## src/rtl/dpb_pkg.sv

```systemverilog
package dpb_pkg;
    localparam int BURST_LEN = 2;
    localparam int N_PORT    = 2;
    localparam logic PORT_A  = 1'b0;
    localparam logic PORT_B  = 1'b1;
endpackage

```

## src/rtl/dpb_mem.sv

```systemverilog
module dpb_mem import dpb_pkg::*; #(
    parameter int IDX_W  = 5,
    parameter int DATA_W = 8
) (
    input  logic                                clk,
    input  logic                                rst_n,
    input  logic [BURST_LEN-1:0]                we,
    input  logic [BURST_LEN-1:0][IDX_W-1:0]     idx,
    input  logic [BURST_LEN-1:0][DATA_W-1:0]    wdat,
    output logic [BURST_LEN-1:0][DATA_W-1:0]    rdat
);
    localparam int WORDS = 1 << IDX_W;

    logic [WORDS-1:0][DATA_W-1:0] mem_d, mem_q;

    always_comb begin
        mem_d = mem_q;
        for (int l = 0; l < BURST_LEN; l++) begin
            if (we[l]) mem_d[idx[l]] = wdat[l];
        end
    end

    always_ff @(posedge clk) begin
        if (!rst_n) mem_q <= '0;
        else        mem_q <= mem_d;
    end

    for (genvar l = 0; l < BURST_LEN; l++) begin : g_rd
        assign rdat[l] = mem_q[idx[l]];
    end
endmodule

```

## src/rtl/dpb_cmd_pipe.sv

```systemverilog
module dpb_cmd_pipe import dpb_pkg::*; #(
    parameter int ADDR_W = 4,
    parameter int DATA_W = 8,
    parameter int WR_LAT = 3,
    parameter int RD_LAT = 5
) (
    input  logic                               clk,
    input  logic                               rst_n,
    input  logic [ADDR_W-1:0]                  cmd_addr,
    input  logic                               a_ld_n,
    input  logic                               a_rw_n,
    input  logic                               b_ld_n,
    input  logic                               b_rw_n,
    input  logic [BURST_LEN-1:0][DATA_W-1:0]   lane_rdat,
    output logic                               a_slot,
    output logic [BURST_LEN-1:0]               lane_we,
    output logic [BURST_LEN-1:0]               lane_re,
    output logic [BURST_LEN-1:0]               lane_port,
    output logic [BURST_LEN-1:0][ADDR_W:0]     lane_idx,
    output logic [N_PORT-1:0]                  tap_pre,
    output logic [N_PORT-1:0]                  tap_w0,
    output logic [N_PORT-1:0]                  tap_w1,
    output logic [DATA_W-1:0]                  tap_d0,
    output logic [DATA_W-1:0]                  tap_d1
);
    // stage k holds the command sampled k+1 edges ago
    localparam int WR_STG = 2 * WR_LAT - 1;
    localparam int RD_STG = 2 * RD_LAT - 1;
    localparam int DEPTH  = RD_STG + BURST_LEN;

    typedef struct packed {
        logic                             vld;
        logic                             rd;
        logic                             prt;
        logic [ADDR_W-1:0]                addr;
        logic [BURST_LEN-1:0][DATA_W-1:0] dw;
    } stage_t;

    typedef struct packed {
        logic                    phase;
        stage_t [DEPTH-1:0]      pipe;
    } state_t;

    state_t st_d, st_q;

    always_comb begin
        st_d       = st_q;
        st_d.phase = ~st_q.phase;
        st_d.pipe[0].prt  = st_q.phase;
        st_d.pipe[0].vld  = st_q.phase ? ~b_ld_n : ~a_ld_n;
        st_d.pipe[0].rd   = st_q.phase ?  b_rw_n :  a_rw_n;
        st_d.pipe[0].addr = cmd_addr;
        st_d.pipe[0].dw   = '0;
        for (int k = 1; k < DEPTH; k++) begin
            st_d.pipe[k] = st_q.pipe[k-1];
        end
        // a read fetches each word on the same edge a write would store it
        for (int l = 0; l < BURST_LEN; l++) begin
            if (st_q.pipe[WR_STG+l].vld && st_q.pipe[WR_STG+l].rd)
                st_d.pipe[WR_STG+l+1].dw[l] = lane_rdat[l];
        end
    end

    always_ff @(posedge clk) begin
        if (!rst_n) st_q <= '0;
        else        st_q <= st_d;
    end

    assign a_slot = (st_q.phase == PORT_A);

    for (genvar l = 0; l < BURST_LEN; l++) begin : g_lane
        assign lane_we[l]   = st_q.pipe[WR_STG+l].vld && !st_q.pipe[WR_STG+l].rd;
        assign lane_re[l]   = st_q.pipe[WR_STG+l].vld &&  st_q.pipe[WR_STG+l].rd;
        assign lane_port[l] = st_q.pipe[WR_STG+l].prt;
        assign lane_idx[l]  = {st_q.pipe[WR_STG+l].addr, 1'(l)};
    end

    for (genvar p = 0; p < N_PORT; p++) begin : g_tap
        assign tap_pre[p] = st_q.pipe[RD_STG-1].vld && st_q.pipe[RD_STG-1].rd
                            && (st_q.pipe[RD_STG-1].prt == 1'(p));
        assign tap_w0[p]  = st_q.pipe[RD_STG].vld && st_q.pipe[RD_STG].rd
                            && (st_q.pipe[RD_STG].prt == 1'(p));
        assign tap_w1[p]  = st_q.pipe[RD_STG+1].vld && st_q.pipe[RD_STG+1].rd
                            && (st_q.pipe[RD_STG+1].prt == 1'(p));
    end

    assign tap_d0 = st_q.pipe[RD_STG].dw[0];
    assign tap_d1 = st_q.pipe[RD_STG+1].dw[1];

    // consecutive edges belong to opposite ports
    assert_lane_ports_differ_R2: assert property (@(posedge clk) disable iff (!rst_n)
        (lane_we[0] && lane_we[1]) |-> (lane_port[0] != lane_port[1]));
endmodule

```

## src/rtl/dpb_port_out.sv

```systemverilog
module dpb_port_out #(
    parameter int DATA_W = 8
) (
    input  logic              clk,
    input  logic              rst_n,
    input  logic              pre,
    input  logic              w0,
    input  logic              w1,
    input  logic [DATA_W-1:0] d0,
    input  logic [DATA_W-1:0] d1,
    output logic              rvalid,
    output logic              oe,
    output logic [DATA_W-1:0] rdata
);
    typedef struct packed {
        logic              valid;
        logic              oe;
        logic [DATA_W-1:0] data;
    } out_t;

    out_t o_d, o_q;

    always_comb begin
        o_d       = '0;
        o_d.valid = pre | w0;
        o_d.oe    = w0 | w1;
        if (w0)      o_d.data = d0;
        else if (w1) o_d.data = d1;
    end

    always_ff @(posedge clk) begin
        if (!rst_n) o_q <= '0;
        else        o_q <= o_d;
    end

    assign rvalid = o_q.valid;
    assign oe     = o_q.oe;
    assign rdata  = o_q.data;

    assert_valid_leads_R6: assert property (@(posedge clk) disable iff (!rst_n)
        $rose(o_q.oe) |-> (o_q.valid && $past(o_q.valid)));
    assert_valid_ends_early_R6: assert property (@(posedge clk) disable iff (!rst_n)
        $fell(o_q.valid) |-> o_q.oe);
    assert_burst_two_words_R7: assert property (@(posedge clk) disable iff (!rst_n)
        $rose(o_q.oe) |=> o_q.oe);
endmodule

```

## src/rtl/dp_burst_sram.sv

```systemverilog
module dp_burst_sram import dpb_pkg::*; #(
    parameter int ADDR_W = 4,
    parameter int DATA_W = 8,
    parameter int WR_LAT = 3,
    parameter int RD_LAT = 5
) (
    input  logic              clk,
    input  logic              rst_n,
    output logic              a_slot,
    input  logic [ADDR_W-1:0] cmd_addr,
    input  logic              a_ld_n,
    input  logic              a_rw_n,
    input  logic [DATA_W-1:0] a_wdata,
    output logic [DATA_W-1:0] a_rdata,
    output logic              a_rvalid,
    output logic              a_oe,
    input  logic              b_ld_n,
    input  logic              b_rw_n,
    input  logic [DATA_W-1:0] b_wdata,
    output logic [DATA_W-1:0] b_rdata,
    output logic              b_rvalid,
    output logic              b_oe
);
    localparam int IDX_W = ADDR_W + 1;

    logic [BURST_LEN-1:0]              lane_we, lane_re, lane_port;
    logic [BURST_LEN-1:0][IDX_W-1:0]   lane_idx;
    logic [BURST_LEN-1:0][DATA_W-1:0]  lane_wdat, lane_rdat;
    logic [N_PORT-1:0]                 tap_pre, tap_w0, tap_w1;
    logic [DATA_W-1:0]                 tap_d0, tap_d1;
    logic [N_PORT-1:0]                 valid_w, oe_w;
    logic [N_PORT-1:0][DATA_W-1:0]     rdata_w;

    dpb_cmd_pipe #(
        .ADDR_W(ADDR_W), .DATA_W(DATA_W), .WR_LAT(WR_LAT), .RD_LAT(RD_LAT)
    ) u_pipe (
        .clk(clk), .rst_n(rst_n), .cmd_addr(cmd_addr),
        .a_ld_n(a_ld_n), .a_rw_n(a_rw_n), .b_ld_n(b_ld_n), .b_rw_n(b_rw_n),
        .lane_rdat(lane_rdat), .a_slot(a_slot),
        .lane_we(lane_we), .lane_re(lane_re), .lane_port(lane_port), .lane_idx(lane_idx),
        .tap_pre(tap_pre), .tap_w0(tap_w0), .tap_w1(tap_w1),
        .tap_d0(tap_d0), .tap_d1(tap_d1)
    );

    for (genvar l = 0; l < BURST_LEN; l++) begin : g_wsel
        assign lane_wdat[l] = (lane_port[l] == PORT_B) ? b_wdata : a_wdata;
    end

    dpb_mem #(.IDX_W(IDX_W), .DATA_W(DATA_W)) u_mem (
        .clk(clk), .rst_n(rst_n), .we(lane_we), .idx(lane_idx),
        .wdat(lane_wdat), .rdat(lane_rdat)
    );

    for (genvar p = 0; p < N_PORT; p++) begin : g_port
        dpb_port_out #(.DATA_W(DATA_W)) u_out (
            .clk(clk), .rst_n(rst_n),
            .pre(tap_pre[p]), .w0(tap_w0[p]), .w1(tap_w1[p]),
            .d0(tap_d0), .d1(tap_d1),
            .rvalid(valid_w[p]), .oe(oe_w[p]), .rdata(rdata_w[p])
        );
    end

    assign a_rvalid = valid_w[PORT_A];
    assign a_oe     = oe_w[PORT_A];
    assign a_rdata  = rdata_w[PORT_A];
    assign b_rvalid = valid_w[PORT_B];
    assign b_oe     = oe_w[PORT_B];
    assign b_rdata  = rdata_w[PORT_B];

    // port A data starts on even edges, port B on odd ones
    assert_ports_offset_R2: assert property (@(posedge clk) disable iff (!rst_n)
        $rose(a_oe) |-> !$rose(b_oe));
    // a fetch never meets a store to the same word on one edge
    assert_no_same_word_R9: assert property (@(posedge clk) disable iff (!rst_n)
        (lane_we[0] && lane_re[1]) |-> (lane_idx[0] != lane_idx[1]));
    assert_no_same_word_b_R9: assert property (@(posedge clk) disable iff (!rst_n)
        (lane_we[1] && lane_re[0]) |-> (lane_idx[0] != lane_idx[1]));
endmodule

```

## config.mk

```make
export PLATFORM = sky130hd
export DESIGN_NAME = dp_burst_sram
export DESIGN_NICKNAME = d
export VERILOG_FILES = /design/src/rtl/dpb_pkg.sv /design/src/rtl/dpb_mem.sv /design/src/rtl/dpb_cmd_pipe.sv /design/src/rtl/dpb_port_out.sv /design/src/rtl/dp_burst_sram.sv
export SDC_FILE = /design/constraint.sdc
export NUM_CORES = 1
export LEC_CHECK = 0
export ABC_AREA = 1
export BUFFER_PORTS_ARGS = -buffer_cell sky130_fd_sc_hd__buf_2
export CAP_MARGIN = 15
export CORE_MARGIN = 4
export CORE_UTILIZATION = 28
export CTS_BUF_LIST = sky130_fd_sc_hd__clkbuf_4 sky130_fd_sc_hd__clkbuf_8
export CTS_CLUSTER_SIZE = 40
export DETAILED_ROUTE_END_ITERATION = 16
export PLACE_DENSITY = 0.43
export SLEW_MARGIN = 20
export SYNTH_ARGS = -nofsm -noshare
export SYNTH_HDL_FRONTEND = slang
export SYNTH_SLANG_ARGS = --single-unit
```

## constraint.sdc

```tcl
create_clock -name clk -period 1.9 [get_ports clk]
set_clock_uncertainty 0.2 [all_clocks]
set_input_delay 0.285 -clock clk [delete_from_list [all_inputs] [get_ports clk]]
set_output_delay 0.285 -clock clk [all_outputs]
set_load 0.01 [all_outputs]
```

==> metrics.csv <==
metric,value,unit
grt_overflow_total,0,
start_util,0.283,
synth_cells,2295,
die_area,0.0612,sq mm
setup.worst_path.end_class,register,
yosys.cell_count.top_type,nand2_1,
maxCapViolations,0,
grt_usage,0.165,
status,finished clean,
avgRoutedWirePerCell,15.9,microns
cp_slowest_cell,dfxtp_4,
crit_type,reg -> reg,
yosys_warnings,0,
core_area,0.0566,sq mm
slew-limit-headroom,0.644,
vias,14600,
fin_crit_sh,0.939,
avgViaCountPerCell,4.58,
multiInputGateArea,0.00681,sq mm
drive_above_1_share,0.122,
p_switching,0.00414,W
fp-row-count,87,
synth_area_leaders,"dfxtp_1, nand2_1, a21oi_1",
yosysTopAreaCellShare,0.502,
ys_types,22,
setup_tns,0,ns
design_area,0.0198,sq mm
die_h,247,microns
root_buffer,clkbuf_8,
crit_fanout,25,
ios,47,
dp_hpwl,31.0,mm
slowest_delay,0.39,ns
syn-num-nets,2321,
power_frac_clock,0.495,
critical_path_required,2.22,ns
postCtsSetupBuffers,0,
synth_common_cells,"nand2_1, dfxtp_1, a21oi_1",
slew_violations,0,
rsz0062_at_grt,no,
firstDrtPassIters,5,
die_w,247,microns
crit_buf_inv,2,
synth_edf_count,0,
synth_top_area_cell,dfxtp_1,
critPathTopFamily,simple AND/OR/NAND/NOR gates,
fmax,560,MHz
cts_buffer_depth,3,
final-seq-area,0.00806,sq mm
diodes,0,
grt_pass1_vias,14000,
port_buffers,46,
worstMarginPinSlew,0.532,ns
power_density,906,mW/mm^2
ys_seq_area_frac,0.502,
cts_buffers,75,
tritoncts,yes,
worstPathArrival,2.10,ns
ant_nets,0,
pwr-share-comb,0.032,
grt_pass1_wl,80.2,mm
leakage,8.94,nW
syn2layout_area_growth,23.3,%
hold_ws,0.0618,ns
clock_latency,0.65,ns
final_hold_viol_count,0,
placed_cell_area,0.0178,sq mm
numClockSinks,402,
finalSetupViolations,0,
swShare,0.231,
drc_errors,0,
routabilityCongestion,0.804,
avgSynthCellArea,6.99,sq um
synth_area,0.0160,sq mm
power,0.0179,W
n_fill_cell,6125,
grt_antenna_before_repair,0,
async_flop_share,0,
irDropWorstVdd,389,uV
synth_seq_cells,402,
hold_class,in -> reg,
synth_ff_type,dfxtp_1,
routed_wl,50.8,mm
drt_iter0_drc,1034,
nets,2406,
seq_power_share,0.472,
min_period,1.78,ns
internal_power,0.0138,W
htreeDepth,3,
critPathLaunchType,register,
clkTransAtPathRegs,0.06,ns
cp_cell_sequence,buf_12 > nor3_4 > buf_12 > nand2_1 > nand2_1 > a21oi_1,
grt_max_degree,58,
[power groups by stage]
stage               clock, W  sequential (W)  combinational (W)
floorplan                  0         0.00865           0.000233
global placement           0         0.00865           0.000542
detailed placement         0         0.00865           0.000542
CTS                  0.00920         0.00847           0.000583
global route         0.00962         0.00847           0.000623
finish               0.00888         0.00847           0.000581
[worst register-to-register path: stages, from the launching register on]
cell     delay [ns]
dfxtp_4        0.39
buf_12         0.18
nor3_4         0.23
buf_12         0.21
nand2_1        0.27
nand2_1        0.13
a21oi_1        0.07
[cell type report]
class	instances	area share
Tap cell	756	0.0478
Clock inverter	15	0.00816
Inverter	145	0.0281
Clock buffer	117	0.0729
Multi-Input combinational cell	1597	0.344
Sequential cell	402	0.407
Timing Repair Buffer	159	0.0918
[layout by cell type, fill, tap and decap left out, types with 2 or more instances in the layout]
cell type        n
dlygate4sd3_1   25
clkinv_2         8
buf_6            3
dfxtp_2          3
nor3_4           4
o21ai_0        145
inv_1          138
o22ai_1          2
clkbuf_4        27
clkbuf_8        90
bufinv_16        2
dfxtp_1        398
nor2_2          14
clkinv_8         2
buf_4           34
nand2_2          4
clkinv_1         2
clkbuf_16        2
nand3_1        121
buf_2           45
nor2_1          58
nor3_1          15
o21ai_1         17
a21oi_1        263
inv_6            3
nand2_1        951
inv_2            2
buf_12          50
[per-layer routing]
metal  track usage  up-vias  share of wire
met5             0        -              0
met4        0.0543        0          0.023
li1              -     7431              -
met1         0.244     6748           0.51
met3        0.0294       88          0.053
met2         0.240      359           0.42
[kinds of logic (layout without fill, tap and decap cells)]
group           Yosys count  in the layout  synth area share
buf+inv                 296            436            0.0751
compound gates          430            430             0.135
simple gates           1167           1167             0.288
flops                   402            402             0.502
[sequential cells by signal, summed over array words and instances (netlist names)]
name	flops
u_pipe.lane_port	2
g_port.u_out.oe	2
u_pipe.st_d	97
u_pipe.tap_d0	8
u_pipe.st_q	3
g_port.u_out.rvalid	2
u_pipe.tap_d1	8
u_pipe.lane_idx	8
u_mem.mem_q	256
g_port.u_out.rdata	16
[final timing paths]
path / startpoint / endpoint / slack, ns / cells past startpoint
max: u_pipe.lane_idx[1] / u_mem.mem_q[68] / 0.12 / 6
min: a_wdata[5] / u_mem.mem_q[205] / 0.06 / 6
max reg2reg: u_pipe.lane_idx[1] / u_mem.mem_q[68] / 0.12 / 6
min reg2reg: u_pipe.st_d[44] / u_pipe.st_d[67] / 0.19 / 2
[timing repair]
item / CTS / global route
endpoints found under the hold margin: 211 / 0
endpoints found under the setup margin: 0 / 64
resized for setup: 0 / 15
hold buffers: 25 / 0
[through the flow]
step / worst slack (ns) / utilization / cells
floorplan: 0.243 / - / 2295
global placement: 0.0404 / 0.315 / 3032
detailed placement: 0.0494 / 0.315 / 3032
CTS: 0.0300 / 0.348 / 3189
global route: 0.00277 / 0.350 / 3191
finish: 0.116 / 0.350 / 3191
No activity file was read; power rests on OpenSTA's default activity.
